## config.mk

```make
export PLATFORM = sky130hd
export DESIGN_NAME = eot_reporter
export DESIGN_NICKNAME = d
export VERILOG_FILES = /design/src/rtl/idord_pkg.sv /design/src/rtl/eot_reporter.sv
export SDC_FILE = /design/constraint.sdc
export NUM_CORES = 1
export LEC_CHECK = 0
export BUFFER_PORTS_ARGS = -buffer_cell sky130_fd_sc_hd__buf_2
export CAP_MARGIN = 25
export CORE_MARGIN = 1.5
export CORE_UTILIZATION = 39
export CTS_BUF_LIST = sky130_fd_sc_hd__clkbuf_16
export DETAILED_ROUTE_END_ITERATION = 12
export HOLD_SLACK_MARGIN = 0.15
export PLACE_DENSITY_LB_ADDON = 0.1
export SETUP_SLACK_MARGIN = 0.02
export SLEW_MARGIN = 10
export SYNTH_ARGS = -nofsm -noshare
export SYNTH_HDL_FRONTEND = slang
export SYNTH_SLANG_ARGS = --single-unit
```

## constraint.sdc

```tcl
create_clock -name clk -period 2.6 [get_ports clk]
set_input_delay 0.13 -clock clk [delete_from_list [all_inputs] [get_ports clk]]
set_output_delay 0.13 -clock clk [all_outputs]
set_load 0.02 [all_outputs]
```

## src/rtl/idord_pkg.sv

```systemverilog
package idord_pkg;
  localparam int unsigned DEF_IDS   = 4;
  localparam int unsigned DEF_DEPTH = 4;
  localparam int unsigned DEF_TAG_W = 8;

  typedef enum logic [1:0] {
    RPT_IDLE = 2'd0,
    RPT_WALK = 2'd1,
    RPT_FIN  = 2'd2
  } rpt_state_e;
endpackage

```

## src/rtl/eot_reporter.sv

```systemverilog
module eot_reporter #(
  parameter int unsigned NUM_IDS = 4,
  parameter int unsigned CW      = 3,
  localparam int unsigned IW     = (NUM_IDS > 1) ? $clog2(NUM_IDS) : 1
) (
  input  logic                  clk,
  input  logic                  rst,
  input  logic                  start,
  input  logic [NUM_IDS*CW-1:0] counts,
  output logic                  rpt_valid,
  output logic [IW-1:0]         rpt_id,
  output logic [CW-1:0]         rpt_count,
  output logic                  done,
  output logic                  pass
);
  import idord_pkg::*;
  localparam logic [IW-1:0] LAST = IW'(NUM_IDS - 1);

  rpt_state_e    st;
  logic [IW-1:0] idx;
  logic          ok;
  logic [CW-1:0] cur;

  assign cur = counts[idx*CW +: CW];

  always_ff @(posedge clk) begin
    if (rst) begin
      st        <= RPT_IDLE;
      idx       <= '0;
      ok        <= 1'b0;
      rpt_valid <= 1'b0;
      rpt_id    <= '0;
      rpt_count <= '0;
      done      <= 1'b0;
      pass      <= 1'b0;
    end else begin
      rpt_valid <= 1'b0;
      done      <= 1'b0;
      case (st)
        RPT_IDLE: if (start) begin
          st   <= RPT_WALK;
          idx  <= '0;
          ok   <= 1'b1;
          pass <= 1'b0;
        end
        RPT_WALK: begin
          rpt_valid <= 1'b1;
          rpt_id    <= idx;
          rpt_count <= cur;
          ok        <= ok & (cur == '0);
          if (idx == LAST) st <= RPT_FIN;
          else             idx <= idx + 1'b1;
        end
        RPT_FIN: begin
          done <= 1'b1;
          pass <= ok;
          st   <= RPT_IDLE;
        end
        default: st <= RPT_IDLE;
      endcase
    end
  end
endmodule

```

==> flow_metrics.py <==
metrics = {
    "run_status": {
        "status": "finished clean",
    },
    "synth": {
        "synth-seq-cells": 13,
        "synth_ff_type": "dfxtp_1",
        "syn_area_per_cell_um2": 9.39,
        "ys.warnings.count": 0,
        "synth_cell_type_count": 20,
        "syn_inst": 61,
        "synth_area_leaders": "dfxtp_1 45%, mux4_2 12%, a21oi_1 7.9%, nand2_1 7.9%, o21ai_0 2.6%",
        "ys_seq_area_share_pct": 45.4,
        "synthArstFlopShare_pct": 0,
        "syn-num-nets": 77,
        "synth.most_common_cell": "dfxtp_1",
        "synth_enable_flop_cells": 0,
        "synth_area_um2": 573,
        "synth_common_cells": "13 x dfxtp_1, 12 x nand2_1, 9 x a21oi_1",
        "synth_area_leader_cell": "dfxtp_1",
        "yosysTopAreaCellShare_pct": 45.4,
    },
    "power_and_ir_drop": {
        "power-per-cell-area_mw_per_mm2": 729,
        "p_sw_mw": 0.114,
        "combPwrFrac_pct": 9.9,
        "p_int_mw": 0.438,
        "leakagePower_nw": 0.330,
        "totalPowerFinal_mw": 0.553,
        "p_sw_share_pct": 20.7,
        "seqPwrFrac_pct": 39.5,
        "pwr-share-clk_pct": 50.6,
        "vdd_ir_drop_max_mv": 0.822,
    },
    "clock_tree": {
        "cts_tree": "done",
        "clk_latency_ns": 0.24,
        "holdBufCountCts": 0,
        "cts_resized": 0,
        "cts_buffers": 3,
        "clockBufferDepth": 2,
        "cts.root.buffer_cell": "clkbuf_16",
        "cts.sinks": 13,
        "path_clk_slew_ns": 0.04,
        "htree_levels": 1,
        "cts_setup_buffers": 0,
    },
    "layout": {
        "num_antenna_cells": 0,
        "synthToLayoutAreaGrowth_pct": 32.3,
        "fillers": 130,
        "drive_above_1_share_pct": 36.1,
        "seq_area_um2": 260,
        "nets": 100,
        "multiInputGateArea_um2": 290,
    },
    "timing": {
        "setup_viol": 0,
        "worst_pin_slew_ns": 0.427,
        "slew_violations": 0,
        "hold_violations": 0,
        "rsz0062_at_grt": "false",
        "finClkSkew_ns": 0.000431,
        "setup_slack_ns": 1.05,
        "post-route-min-period_ns": 1.55,
        "slew_headroom_pct": 71.5,
        "tns_ns": 0,
        "fin_crit_sh_pct": 59.5,
        "fmax_ghz": 0.647,
    },
    "die": {
        "fp-row-count": 13,
        "fp.dieH_um": 41.3,
        "dieArea_mm2": 0.00171,
        "core_mm2": 0.00133,
        "ioPinCount": 23,
        "dieWidth_um": 41.3,
        "initial_utilization_pct": 43.0,
    },
    "worst_setup_path": {
        "worst_path_largest_cell_delay_ns": 0.56,
        "crit_buf_inv": 0,
        "cpLargestDelayFamily": "multiplexers",
        "crit_required_ns": 2.77,
        "startpoint_type": "flop",
        "crit_chain": "mux4_2 > o31a_1 > nor3_2",
        "worstSetupEndpointType": "flop",
        "path_class": "flop to flop",
        "path_max_fanout": 8,
        "cp.arrival_ns": 1.71,
        "cpMaxStageDelayCell": "mux4_2",
    },
    "global_routing": {
        "grtUsageTotal_pct": 16.7,
        "antenna_found_initial": 0,
        "first_global_vias": 425,
        "busiest_layer": "met2",
        "met2_usage_pct": 27.7,
        "use_met3_pct": 9.57,
        "gr-usage-met1_pct": 18.0,
        "grt_overflow": 0,
        "grt_start_max_net_pins": 13,
        "grt_pass1_wl_mm": 1.73,
    },
    "min_path": {
        "holdCritPathClass": "input pin to flop",
    },
    "drt": {
        "vias": 501,
        "drt_iter0_markers": 3,
        "vias_per_cell": 5.11,
        "wl_per_cell_um": 12.2,
        "first_pass_iters": 4,
        "drt_drc_violations_left": 0,
        "ant_nets": 0,
        "totalWireLength_mm": 1.19,
    },
    "run": {
        "max_cap_violations": 0,
    },
    "place": {
        "place_congestion": 0.739,
        "numPortBuffers": 22,
        "place_hpwl_um": 861,
        "place_ws_ns": 1.05,
    },
}
## sequential cells by signal, indices dropped and copies added (netlist names)
signal,count
idx,2
st,2
pass,1
ok,1
done,1
rpt_valid,1
rpt_id,2
rpt_count,3
## routing by layer
layer | share of wire, % | vias up
met5 | 0 | -
met4 | 1.1 | 0
met3 | 6.6 | 2
met2 | 48 | 17
met1 | 44 | 225
li1 | - | 257
## through the flow
stage               instances  area, µm²  hold WS, ns  util, %
floorplan                  61        573        0.208        -
global placement           94        679        0.445     50.9
CTS                        98        758        0.233     56.8
finish                     98        758        0.232     56.8
detailed placement         94        679        0.447     50.9
global route               98        758        0.233     56.8
## kinds of logic after synthesis
kind of cell	after synthesis	synth area share (%)
adders and majority gates	1	2.18
buffers and inverters	4	3.93
muxes	3	11.8
AOI/OAI and AO/OA	15	14.6
DFF	13	45.4
and+or+nand+nor	25	22.1
## placed cells by master, fill, tap and decap left out
| cell | instances |
|---|---|
| buf_2 | 22 |
| dfxtp_1 | 13 |
| nand2_1 | 12 |
| a21oi_1 | 9 |
| mux4_2 | 3 |
| nor2_1 | 3 |
| o21ai_0 | 3 |
| clkbuf_16 | 3 |
| nor3b_1 | 2 |
| and2_1 | 2 |
| nor2b_1 | 1 |
| nand2b_1 | 1 |
| o21bai_1 | 1 |
| a211oi_1 | 1 |
| nand3b_1 | 1 |
| o31a_1 | 1 |
| nor3_2 | 1 |
| and2_2 | 1 |
| nor3_1 | 1 |
| ha_1 | 1 |
| inv_1 | 1 |
## layout make-up
class / count / share of cell area, %
clock buffer: 3 / 9.90
timing repair buffer: 22 / 14.5
clock inverter: 1 / 0.495
tap: 15 / 2.48
multi-input combinational: 44 / 38.3
sequential: 13 / 34.3
## final timing paths
kind,from,end,slack (ns),cells past startpoint
worst max-delay path,idx[0],ok,1.05,3
worst min-delay path,rst,idx[1],0.23,2
worst max register to register,idx[0],ok,1.05,3
worst min register to register,rpt_count[2],rpt_count[2],0.45,2
## power groups by stage
stage | Combinational, mW | Sequential (mW) | Clock [mW]
floorplan | 0.0356 | 0.222 | 0
global placement | 0.0555 | 0.221 | 0
detailed placement | 0.0552 | 0.222 | 0
CTS | 0.0554 | 0.218 | 0.286
global route | 0.0612 | 0.220 | 0.297
finish | 0.0547 | 0.218 | 0.280
No activity file was read; power rests on OpenSTA's default activity.
